`config.mk`:
```
export PLATFORM = sky130hd
export DESIGN_NAME = gpio4_port
export DESIGN_NICKNAME = d
export VERILOG_FILES = /design/src/rtl/gpio4_pkg.sv /design/src/rtl/gpio4_regs.sv /design/src/rtl/gpio4_sync.sv /design/src/rtl/gpio4_rdmux.sv /design/src/rtl/gpio4_port.sv
export SDC_FILE = /design/constraint.sdc
export NUM_CORES = 1
export LEC_CHECK = 0
export ABC_CLOCK_PERIOD_IN_PS = 1700
export BUFFER_PORTS_ARGS = -buffer_cell sky130_fd_sc_hd__buf_2
export CAP_MARGIN = 10
export CORE_MARGIN = 8
export CORE_UTILIZATION = 40
export CTS_CLUSTER_DIAMETER = 30
export CTS_CLUSTER_SIZE = 28
export DETAILED_ROUTE_END_ITERATION = 7
export PLACE_DENSITY_LB_ADDON = 0.25
export SYNTH_ARGS = -nofsm -noshare
export SYNTH_HDL_FRONTEND = slang
export SYNTH_SLANG_ARGS = --single-unit
```
`constraint.sdc`:
```
create_clock -name clk_i -period 1.7 [get_ports clk_i]
set_clock_uncertainty 0.15 [all_clocks]
set_input_delay 0.085 -clock clk_i [delete_from_list [all_inputs] [get_ports clk_i]]
set_output_delay 0.085 -clock clk_i [all_outputs]
set_load 0.01 [all_outputs]
```
`src/rtl/gpio4_pkg.sv`:
```
package gpio4_pkg;

    localparam int PORT_W     = 4;
    localparam int BUS_W      = 8;
    localparam int ADDR_W     = 2;
    localparam int SYNC_DEPTH = 2;
    localparam int RSVD_W     = BUS_W - PORT_W;

    typedef enum logic [ADDR_W-1:0] {
        SEL_DATA = 2'd0,
        SEL_DIR  = 2'd1,
        SEL_PINS = 2'd2,
        SEL_NONE = 2'd3
    } reg_sel_e;

    typedef struct packed {
        logic [PORT_W-1:0] data;
        logic [PORT_W-1:0] dir;
    } port_cfg_t;

    function automatic logic [BUS_W-1:0] widen(input logic [PORT_W-1:0] v);
        return {{RSVD_W{1'b0}}, v};
    endfunction

    function automatic logic sel_is_cfg(input reg_sel_e s);
        return (s == SEL_DATA) || (s == SEL_DIR);
    endfunction

endpackage

```
`src/rtl/gpio4_regs.sv`:
```
module gpio4_regs
    import gpio4_pkg::*;
(
    input  logic                 clk_i,
    input  logic                 por_i,
    input  logic                 mrst_i,
    input  logic                 hwstby_i,
    input  logic                 swstby_i,
    input  logic                 wr_i,
    input  reg_sel_e             sel_i,
    input  logic [PORT_W-1:0]    wdata_i,
    output port_cfg_t            cfg_o
);

    port_cfg_t cfg_q;
    logic      wr_ok;

    assign wr_ok = wr_i && !swstby_i && !mrst_i && sel_is_cfg(sel_i);

    always_ff @(posedge clk_i or posedge hwstby_i) begin
        if (hwstby_i) begin
            cfg_q <= '0;
        end else if (por_i) begin
            cfg_q <= '0;
        end else if (wr_ok) begin
            case (sel_i)
                SEL_DATA: cfg_q.data <= wdata_i;
                SEL_DIR:  cfg_q.dir  <= wdata_i;
                default:  cfg_q      <= cfg_q;
            endcase
        end
    end

    assign cfg_o = cfg_q;


    por_clear_chk: assert property (@(posedge clk_i) disable iff (hwstby_i)
        por_i |=> (cfg_q == '0));


    data_load_chk: assert property (@(posedge clk_i) disable iff (por_i || hwstby_i)
        (wr_i && !swstby_i && !mrst_i && sel_i == SEL_DATA) |=> (cfg_q.data == $past(wdata_i)));


    ro_addr_chk: assert property (@(posedge clk_i) disable iff (por_i || hwstby_i)
        (wr_i && (sel_i == SEL_PINS || sel_i == SEL_NONE)) |=> $stable(cfg_q));


    mrst_keep_chk: assert property (@(posedge clk_i) disable iff (por_i || hwstby_i)
        mrst_i |=> $stable(cfg_q));


    hwstby_clear_chk: assert property (@(posedge clk_i) disable iff (por_i)
        hwstby_i |-> (cfg_q == '0));


    swstby_freeze_chk: assert property (@(posedge clk_i) disable iff (por_i || hwstby_i)
        swstby_i |=> $stable(cfg_q));

endmodule

```
`src/rtl/gpio4_sync.sv`:
```
module gpio4_sync #(
    parameter int N     = gpio4_pkg::PORT_W,
    parameter int DEPTH = gpio4_pkg::SYNC_DEPTH
) (
    input  logic         clk_i,
    input  logic         por_i,
    input  logic         hold_i,
    input  logic [N-1:0] pin_i,
    output logic [N-1:0] level_o
);

    logic [N-1:0] stage_q [DEPTH];

    for (genvar s = 0; s < DEPTH; s++) begin : g_stage
        if (s == 0) begin : g_first
            always_ff @(posedge clk_i) begin
                if (por_i)        stage_q[s] <= '0;
                else if (!hold_i) stage_q[s] <= pin_i;
            end
        end else begin : g_next
            always_ff @(posedge clk_i) begin
                if (por_i)        stage_q[s] <= '0;
                else if (!hold_i) stage_q[s] <= stage_q[s-1];
            end
        end
    end

    assign level_o = stage_q[DEPTH-1];


    sync_hold_chk: assert property (@(posedge clk_i) disable iff (por_i)
        hold_i |=> $stable(level_o));

    if (DEPTH == 2) begin : g_two_chk

        sync_delay_chk: assert property (@(posedge clk_i) disable iff (por_i)
            (!hold_i && !$past(hold_i) && !$past(por_i)) |=> (level_o == $past(pin_i, 2)));
    end

endmodule

```
`src/rtl/gpio4_rdmux.sv`:
```
module gpio4_rdmux
    import gpio4_pkg::*;
(
    input  logic              clk_i,
    input  logic              por_i,
    input  logic              mrst_i,
    input  logic              swstby_i,
    input  logic              rd_i,
    input  reg_sel_e          sel_i,
    input  port_cfg_t         cfg_i,
    input  logic [PORT_W-1:0] level_i,
    output logic [BUS_W-1:0]  rdata_o
);

    logic [PORT_W-1:0] view;
    logic [BUS_W-1:0]  word;
    logic [BUS_W-1:0]  rdata_q;

    for (genvar i = 0; i < PORT_W; i++) begin : g_bit
        assign view[i] = cfg_i.dir[i] ? cfg_i.data[i] : level_i[i];
    end

    always_comb begin
        case (sel_i)
            SEL_DATA: word = widen(cfg_i.data);
            SEL_PINS: word = widen(view);
            default:  word = '0;
        endcase
    end

    always_ff @(posedge clk_i) begin
        if (por_i || mrst_i)       rdata_q <= '0;
        else if (rd_i && !swstby_i) rdata_q <= word;
    end

    assign rdata_o = rdata_q;


    rd_hold_chk: assert property (@(posedge clk_i) disable iff (por_i)
        (!(rd_i && !swstby_i) && !mrst_i) |=> $stable(rdata_o));


    dir_wo_chk: assert property (@(posedge clk_i) disable iff (por_i)
        (rd_i && (sel_i == SEL_DIR || sel_i == SEL_NONE)) |=> (rdata_o == '0));


    out_bits_chk: assert property (@(posedge clk_i) disable iff (por_i)
        (rd_i && !swstby_i && !mrst_i && sel_i == SEL_PINS)
        |=> (((rdata_o[PORT_W-1:0] ^ $past(cfg_i.data)) & $past(cfg_i.dir)) == '0));


    mrst_rd_chk: assert property (@(posedge clk_i) disable iff (por_i)
        mrst_i |=> (rdata_o == '0));

endmodule

```
`src/rtl/gpio4_port.sv`:
```
module gpio4_port
    import gpio4_pkg::*;
(
    input  logic              clk_i,
    input  logic              por_i,
    input  logic              mrst_i,
    input  logic              hwstby_i,
    input  logic              swstby_i,
    input  logic [ADDR_W-1:0] addr_i,
    input  logic              wr_i,
    input  logic              rd_i,
    input  logic [BUS_W-1:0]  wdata_i,
    output logic [BUS_W-1:0]  rdata_o,
    input  logic [PORT_W-1:0] pin_i,
    output logic [PORT_W-1:0] pin_o,
    output logic [PORT_W-1:0] pin_oe_o
);

    reg_sel_e          sel;
    port_cfg_t         cfg;
    logic [PORT_W-1:0] level;
    logic              unused_rsvd_wdata;

    assign sel               = reg_sel_e'(addr_i);
    assign unused_rsvd_wdata = ^wdata_i[BUS_W-1:PORT_W];

    gpio4_regs i_regs (
        .clk_i    (clk_i),
        .por_i    (por_i),
        .mrst_i   (mrst_i),
        .hwstby_i (hwstby_i),
        .swstby_i (swstby_i),
        .wr_i     (wr_i),
        .sel_i    (sel),
        .wdata_i  (wdata_i[PORT_W-1:0]),
        .cfg_o    (cfg)
    );

    gpio4_sync #(
        .N     (PORT_W),
        .DEPTH (SYNC_DEPTH)
    ) i_sync (
        .clk_i   (clk_i),
        .por_i   (por_i),
        .hold_i  (swstby_i),
        .pin_i   (pin_i),
        .level_o (level)
    );

    gpio4_rdmux i_rdmux (
        .clk_i    (clk_i),
        .por_i    (por_i),
        .mrst_i   (mrst_i),
        .swstby_i (swstby_i),
        .rd_i     (rd_i),
        .sel_i    (sel),
        .cfg_i    (cfg),
        .level_i  (level),
        .rdata_o  (rdata_o)
    );

    assign pin_o    = cfg.data;
    assign pin_oe_o = cfg.dir;


    rsvd_zero_chk: assert property (@(posedge clk_i) disable iff (por_i)
        rdata_o[BUS_W-1:PORT_W] == '0);


    hiz_idle_chk: assert property (@(posedge clk_i) disable iff (por_i || hwstby_i)
        (wr_i && !swstby_i && !mrst_i && sel == SEL_DIR) |=> (pin_oe_o == $past(wdata_i[PORT_W-1:0])));

endmodule

```
==> results of run 1 <==
cell usage in the layout, fill, tap and decap left out, drive strengths merged, types with 2 or more instances in the layout:
| cell type | instances |
|---|---|
| nor2 | 2 |
| nand2b | 13 |
| dlygate4sd3 | 11 |
| and2 | 8 |
| dfxtp | 4 |
| dfrtp | 8 |
| clkbuf | 4 |
| nor2b | 3 |
| edfxtp | 8 |
| o2bb2ai | 4 |
| inv | 2 |
| buf | 29 |
| conb | 4 |
| mux2i | 12 |
routing by layer:
metal,part of all wire,GRT usage
met4,0.0084,0.0409
met2,0.47,0.154
met3,0.091,0.0447
met5,0,0
met1,0.43,0.109
logic make-up after synthesis:
logic type,count (synthesis),synth area share
muxes,12,0.127
and+or+nand+nor,31,0.219
buffers and inverters,8,0.0555
DFF,20,0.550
other,1,0.00396
AOI/OAI and AO/OA,5,0.0449
flip-flops by register name (all words and copies together) (netlist names):
register,flops
i_sync.stage_q,8
i_rdmux.rdata_o,4
i_regs.cfg_o,8
layout make-up:
class,count,area (µm²)
Sequential cell,20,520
Multi-Input combinational cell,52,385
Fill cell,200,991
Tap cell,28,35.0
Inverter,2,7.51
Timing Repair Buffer,40,258
Clock buffer,4,36.3
cells in the mapped netlist (all sizes together) (2+ instances only):
master   instances
and2             8
buf              5
dfrtp            8
dfxtp            4
edfxtp           8
inv              2
mux2i           12
nand2b          13
nor2             2
nor2b            3
o2bb2ai          4
critical path, cell delays in order:
cell	delay [ps]
dlygate4sd3_1	530
buf_2	120
nand2b_1	90
mux2i_1	70
dlygate4sd3_1	560
worst paths after layout:
| check | end | slack (ps) |
|---|---|---|
| max | i_regs.cfg_o[1] | 290 |
| min | i_rdmux.rdata_o[3] | 2 |
| max reg2reg | i_regs.cfg_o[1] | 340 |
| min reg2reg | i_rdmux.rdata_o[2] | 320 |
| max in group asynchronous | i_regs.cfg_o[4] | 1040 |
| min in group asynchronous | i_regs.cfg_o[3] | 110 |
timing repair:
| item | in CTS | in global routing |
|---|---|---|
| hold endpoints to repair | 20 | 0 |
| setup buffers | 0 | 0 |
| hold buffers | 11 | 0 |
report_power, final:
| part | switching (mW) | total, mW | internal [mW] |
|---|---|---|---|
| Sequential | 0.00506 | 0.524 | 0.519 |
| Combinational | 0.0462 | 0.0985 | 0.0523 |
| Clock | 0.141 | 0.272 | 0.130 |
| Total | 0.192 | 0.894 | 0.702 |
through the flow:
stage / util / area, µm² / setup slack, ps
final: 0.556 / 1240 / 294
after floorplan: - / 958 / 634
after CTS: 0.556 / 1240 / 321
after detailed placement: 0.491 / 1100 / 406
after global routing: 0.556 / 1240 / 256
after global placement: 0.491 / 1100 / 426
==> flow_metrics.py, run 1 <==
metrics = {
    "outcome": {
        "outcome": "finished, final reports clean",
    },
    "placed_design": {
        "gp_congestion": 0.731,
        "placed_cells": 131,
        "portBuffers": 28,
        "dpl.hpwl_um": 1430,
    },
    "logic_synthesis": {
        "synthCells": 77,
        "synth_edf_count": 8,
        "synth_top_area_frac": 0.254,
        "synth_sequential_area_ratio": 0.550,
        "netlist_area_um2": 947,
        "synthTopCellsByArea": "edfxtp_1 25%, dfrtp_1 21%, mux2i_1 13%, nand2b_1 8.6%, dfxtp_1 8.5%",
        "ys_ff_latch": 20,
        "async_flop_share": 0.400,
        "synth_cell_types": 20,
        "yosys_warnings": 0,
        "synth_top_area_cell": "edfxtp_1",
        "ys.flop_type": "edfxtp_1",
        "syn_area_per_cell_um2": 12.3,
    },
    "sta": {
        "tns_ps": 0,
        "fmax_ghz": 0.711,
        "worstMarginPinSlew_ps": 626,
        "hold_slack_ps": 2.01,
        "slew_headroom": 0.580,
        "drv_slew": 0,
        "period_needed_ps": 1410,
        "rsz0062_at_grt": "no",
        "post-route-period-util": 0.827,
        "hold_viol": 0,
        "final-setup-viol-count": 0,
    },
    "setup_path": {
        "required_ps": 1740,
        "crit_start": "wdata_i[1]",
        "r2r_start": "i_regs.cfg_o[1]",
        "worst_setup_path_end_kind": "flop",
        "path_class": "in -> reg",
        "arrival_ps": 1450,
        "startpoint_type": "input port",
        "reg2reg_depth": 3,
        "worstPathMaxFanout": 2,
    },
    "hold_path": {
        "min_from": "rd_i",
        "whs_path_depth": 3,
        "hp-class": "in -> reg",
    },
    "floorplanning": {
        "fp.coreArea_um2": 2230,
        "die_w_um": 64.7,
        "die_h_um": 64.7,
        "rows": 17,
        "io_pins": 37,
        "start_util": 0.424,
        "dieArea_um2": 4180,
    },
    "cells_and_area": {
        "syn_to_final_growth_pct": 31.2,
        "fin_cells": 146,
        "drive_gt1_frac": 0.297,
        "n_antenna_cell": 0,
        "nets": 140,
    },
    "clock_tree": {
        "cts_root_buf": "clkbuf_4",
        "worst_skew_pair.late_latency_ps": 290,
        "cts.sinks": 20,
        "ctsResizeCount": 0,
        "cts_buffers": 3,
        "clockBufferDepth": 2,
        "path_clk_slew_ps": 110,
        "tritoncts": "built",
        "h-tree-depth": 1,
    },
    "power_and_ir_drop": {
        "total_power_uw": 894,
        "power.density_nw_per_um2": 720,
        "peakVddDrop_mv": 0.480,
        "leakage_nw": 0.612,
    },
    "routing": {
        "wirelength_um": 1910,
        "dr_total_vias": 642,
        "wl_per_cell_um": 13.1,
        "drcViolationCount": 0,
        "drt-initial-drc-count": 10,
        "firstDrtPassIters": 2,
        "ant_nets": 0,
        "routed_via_density": 4.40,
    },
    "grt": {
        "grt_max_degree": 16,
        "grt_pass1_wl_um": 3250,
        "grt_pass1_vias": 705,
        "track_usage": 0.0968,
        "overflow": 0,
        "antenna_found_initial": 0,
    },
    "job": {
        "max_cap_violations": 0,
    },
}
(Power assumes the default switching activity.)
==> run 2, diff against run 1 <==
Settings changed: ABC_CLOCK_PERIOD_IN_PS 1700 to 1200.
Clock period 1.7 ns to 1.2 ns, I/O delays scaled along.
==> run 2 against run 1 <==
Combinational power grew 63%; die area is the same; clock power grew 11%; critical path type unchanged.
==> flow_metrics.py, run 2 (synthesis results as in run 1) <==
metrics = {
    "clock_tree": {
        "cts_buffers": 3,
        "cts_root_buf": "clkbuf_4",
        "worst_skew_pair.late_latency_ps": 290,
        "clockBufferDepth": 2,
        "cts.sinks": 20,
        "tritoncts": "built",
        "h-tree-depth": 1,
        "path_clk_slew_ps": 100,
    },
    "setup_path": {
        "r2r_slack_ps": 100,
        "crit_buf_inv": 2,
        "worst_setup_path_end_kind": "flop",
        "critPathSlowestCell": "dlygate4sd3_1",
        "required_ps": 1260,
        "worstPathMaxFanout": 4,
        "startpoint_type": "input port",
        "cp_top_family": "buffers and inverters",
        "r2r_start": "i_regs.cfg_o[2]",
        "crit_path_max_incr_delay_ps": 530,
        "path_class": "in -> reg",
        "reg2reg_depth": 3,
        "arrival_ps": 1200,
        "crit_chain": "dlygate4sd3_1, buf_2, and2b_2, mux2i_1",
        "rr_endpoint": "i_rdmux.rdata_o[2]",
    },
    "sta": {
        "fmax_ghz": 0.877,
        "hold_viol": 0,
        "rsz0062_at_grt": "no",
        "period_needed_ps": 1140,
        "tns_ps": 0,
        "final-setup-viol-count": 0,
        "setup_ws_ps": 59.6,
        "drv_slew": 0,
        "post-route-period-util": 0.950,
    },
    "grt": {
        "overflow": 0,
        "grt_pass1_wl_um": 3220,
        "grt_pass1_vias": 705,
        "antenna_found_initial": 0,
        "grt_max_degree": 11,
        "track_usage": 0.0958,
    },
    "power_and_ir_drop": {
        "power.density_nw_per_um2": 940,
        "peakVddDrop_mv": 0.582,
        "leakage_nw": 0.629,
        "total_power_mw": 1.21,
    },
    "placed_design": {
        "dp_slack_ps": -14.9,
        "gp_congestion": 0.752,
        "placed_cells": 136,
        "dpl.hpwl_um": 1450,
        "portBuffers": 28,
    },
    "routing": {
        "drcViolationCount": 0,
        "wl_per_cell_um": 12.9,
        "ant_nets": 0,
        "routed_via_density": 4.58,
        "wirelength_um": 1950,
        "dr_total_vias": 691,
        "firstDrtPassIters": 4,
        "drt-initial-drc-count": 24,
    },
    "hold_path": {
        "min_from": "por_i",
        "worstHoldEndpoint": "i_regs.cfg_o[4]",
        "whs_path_depth": 3,
        "hp-class": "in -> reg",
    },
    "floorplanning": {
        "start_util": 0.424,
        "rows": 17,
        "io_pins": 37,
        "die_w_um": 64.7,
        "dieArea_um2": 4180,
        "die_h_um": 64.7,
        "fp.coreArea_um2": 2230,
    },
    "cells_and_area": {
        "nets": 146,
        "fill_cells": 188,
        "regArea_um2": 520,
        "drive_gt1_frac": 0.333,
        "multi_input_area_um2": 392,
        "fin_util": 0.574,
        "fin_cells": 151,
        "final_cell_mix": "28 x buf_2, 13 x nand2b_1, 12 x mux2i_1, 12 x dlygate4sd3_1",
        "syn_to_final_growth_pct": 35.4,
        "n_antenna_cell": 0,
        "final_common_cell": "buf_2",
    },
    "outcome": {
        "outcome": "finished, final reports clean",
    },
    "job": {
        "max_cap_violations": 0,
    },
}
## run 2: cell types whose count changed in the layout (fill, tap and decap cells not counted)
cell	change
buf_4	+5
a211oi_1	-1
a211oi_2	+1
and2b_1	-1
and2b_2	+1
clkbuf_8	-1
dlygate4sd3_1	+1
## run 2: how the worst max path moves through the flow
stage | cells after the start | from | end
2_1_floorplan | 3 | i_regs.cfg_o[0] | i_rdmux.rdata_o[0]
3_3_place_gp | 4 | swstby_i | i_regs.cfg_o[7]
3_5_place_dp | 4 | swstby_i | i_regs.cfg_o[7]
4_1_cts | 4 | addr_i[0] | i_regs.cfg_o[4]
5_1_grt | 5 | addr_i[0] | i_rdmux.rdata_o[2]
6_report | 4 | addr_i[0] | i_regs.cfg_o[4]
## run 2: worst min-delay path, stage by stage
cell and delay [ps]:
buf_2 150, nand2b_1 140, mux2i_1 70
## run 2: metrics by stage
step           hold slack (ps)  cell area [µm²]
2_1_floorplan             -274              958
3_3_place_gp              -126             1130
3_5_place_dp              -110             1130
4_1_cts                   2.70             1280
5_1_grt                   32.0             1280
6_report                  32.2             1280
## run 2: repair_timing
action,CTS,global route
resized for setup,0,2
setup endpoints to repair,0,7
buffers inserted,0,0
hold endpoints to repair,22,0
hold buffers,12,0
## run 2: cell type report
type	instances	share of cell area
Timing Repair Buffer	46	0.238
Multi-Input combinational cell	52	0.305
Clock buffer	3	0.0176
Inverter	2	0.00585
Sequential cell	20	0.406
Tap cell	28	0.0273
## run 2: per-layer routing
metal	part of all wire	track usage	up-vias
met3	0.096	0.0395	2
met5	0	0	-
met1	0.43	0.109	315
met4	0.0082	0.0490	0
li1	-	-	346
met2	0.47	0.152	28
## run 2: where the power goes
part	internal [mW]	switching (mW)	leakage, nW
logic	0.0897	0.0714	0.385
registers	0.735	0.00660	0.231
clock network	0.117	0.186	0.0138
==> run 3, diff against run 2 <==
Settings changed: REMOVE_ABC_BUFFERS set to 1.
==> run 3 against run 2 <==
Design area down 0.59%; sequential power about the same; global-route usage rose by 0.42 points; sequential share of layout area increased by 0.24 points; core utilization shrank 0.34 points; die area did not move; fmax decreased by 1.9%; combinational power shrank 2%; via count shrank 0.58%; clock power grew 3%; first-iteration DRC count shrank 58%; critical path depth up 1.
==> flow_metrics.py, run 3 (synthesis results as in run 1) <==
metrics = {
    "grt": {
        "grt_max_degree": 11,
        "antenna_found_initial": 0,
        "grt_pass1_vias": 707,
        "grt_pass1_wl_um": 3330,
        "overflow": 0,
        "track_usage": 0.100,
    },
    "routing": {
        "drcViolationCount": 0,
        "ant_nets": 0,
        "drt-initial-drc-count": 10,
        "routed_via_density": 4.58,
        "dr_total_vias": 687,
        "firstDrtPassIters": 3,
        "wl_per_cell_um": 13.4,
        "wirelength_um": 2010,
    },
    "cells_and_area": {
        "fin_util": 0.571,
        "n_antenna_cell": 0,
        "final_common_cell": "buf_2",
        "syn_to_final_growth_pct": 34.6,
        "final_cell_mix": "28 x buf_2, 13 x nand2b_1, 13 x dlygate4sd3_1",
        "nets": 145,
        "drive_gt1_frac": 0.320,
    },
    "setup_path": {
        "required_ps": 1280,
        "arrival_ps": 1240,
        "startpoint_type": "input port",
        "crit_path_max_incr_delay_ps": 530,
        "worst_setup_path_end_kind": "flop",
        "crit_chain": "dlygate4sd3_1, buf_2, a211oi_1, buf_4, o2bb2ai_1",
        "path_class": "in -> reg",
        "worstPathMaxFanout": 4,
        "critPathSlowestCell": "dlygate4sd3_1",
        "r2r_start": "i_regs.cfg_o[2]",
        "crit_start": "rd_i",
    },
    "floorplanning": {
        "start_util": 0.424,
        "dieArea_um2": 4180,
        "rows": 17,
        "die_h_um": 64.7,
        "die_w_um": 64.7,
        "fp.coreArea_um2": 2230,
        "io_pins": 37,
    },
    "sta": {
        "drv_slew": 0,
        "rsz0062_at_grt": "no",
        "period_needed_ps": 1160,
        "hold_viol": 0,
        "fmax_ghz": 0.860,
        "final-setup-viol-count": 0,
        "setup_ws_ps": 37.9,
        "tns_ps": 0,
        "post-route-period-util": 0.968,
    },
    "hold_path": {
        "min_from": "por_i",
        "hp-class": "in -> reg",
    },
    "clock_tree": {
        "clockBufferDepth": 2,
        "path_clk_slew_ps": 110,
        "cts.sinks": 20,
        "worst_skew_pair.late_latency_ps": 290,
        "h-tree-depth": 1,
        "tritoncts": "built",
        "cts_buffers": 3,
        "post_cts_buffers": 0,
        "cts_root_buf": "clkbuf_4",
    },
    "placed_design": {
        "portBuffers": 28,
        "dp_slack_ps": -11.8,
        "gp_congestion": 0.667,
        "dpl.hpwl_um": 1450,
    },
    "job": {
        "max_cap_violations": 0,
    },
    "power_and_ir_drop": {
        "power.density_nw_per_um2": 949,
        "peakVddDrop_mv": 0.629,
        "leakage_nw": 0.624,
        "total_power_mw": 1.21,
    },
    "outcome": {
        "outcome": "finished, final reports clean",
    },
}
run 3: changes by cell type in the layout (fill, tap and decap cells not counted):
cell           change
nor2b_1            -1
buf_4              -2
nor2b_2            +1
dlygate4sd3_1      +1
a211oi_2           -1
a211oi_1           +1
run 3: area by class of cell:
| type | instances | area (µm²) |
|---|---|---|
| well taps | 28 | 35.0 |
| flip-flops and latches | 20 | 520 |
| clock buffers | 3 | 22.5 |
| inverters | 2 | 7.51 |
| multi-input cells | 52 | 389 |
| repair buffers | 45 | 300 |
| fillers | 199 | 958 |
run 3: critical path, delay by kind of cell:
| family | cells | cell delay [ps] |
|---|---|---|
| buffers and inverters | 3 | 830 |
| AO/OA/AOI/OAI | 2 | 350 |
run 3: worst paths after layout:
check / endpoint / slack, ps / cells past startpoint
worst min-delay path: i_regs.cfg_o[6] / 10 / 3
max in group asynchronous: i_regs.cfg_o[4] / 590 / 3
min in group asynchronous: i_regs.cfg_o[1] / 80 / 3
worst max register to register: i_rdmux.rdata_o[2] / 100 / 3
worst max-delay path: i_rdmux.rdata_o[1] / 40 / 5
worst min register to register: i_rdmux.rdata_o[2] / 320 / 1
run 3: repair_timing:
action / CTS / global route
endpoints found under the setup margin: 0 / 5
hold buffers: 13 / 0
gates resized for setup: 0 / 2
endpoints found under the hold margin: 24 / 0
run 3: routing by layer:
| metal | vias to the layer above | track usage | wire length (µm) |
|---|---|---|---|
| li1 | 344 | - | - |
| met1 | 319 | 0.112 | 852 |
| met2 | 22 | 0.160 | 990 |
| met3 | 2 | 0.0430 | 152 |
| met4 | 0 | 0.0490 | 13 |
| met5 | - | 0 | 0 |
run 3: through the flow:
stage / cell area [µm²] / hold slack (ps) / instances
after floorplan: 913 / -274 / 74
after global placement: 1120 / -132 / 134
after detailed placement: 1120 / -130 / 134
after CTS: 1270 / 2.90 / 150
after global routing: 1270 / 15.4 / 150
final: 1270 / 12.8 / 150
run 3: report_power, final:
group	switching [mW]	total, mW	leakage [nW]	internal [mW]
combinational	0.0694	0.157	0.379	0.0874
clock	0.194	0.311	0.0138	0.117
sequential	0.00711	0.742	0.231	0.735
total	0.271	1.21	0.624	0.939
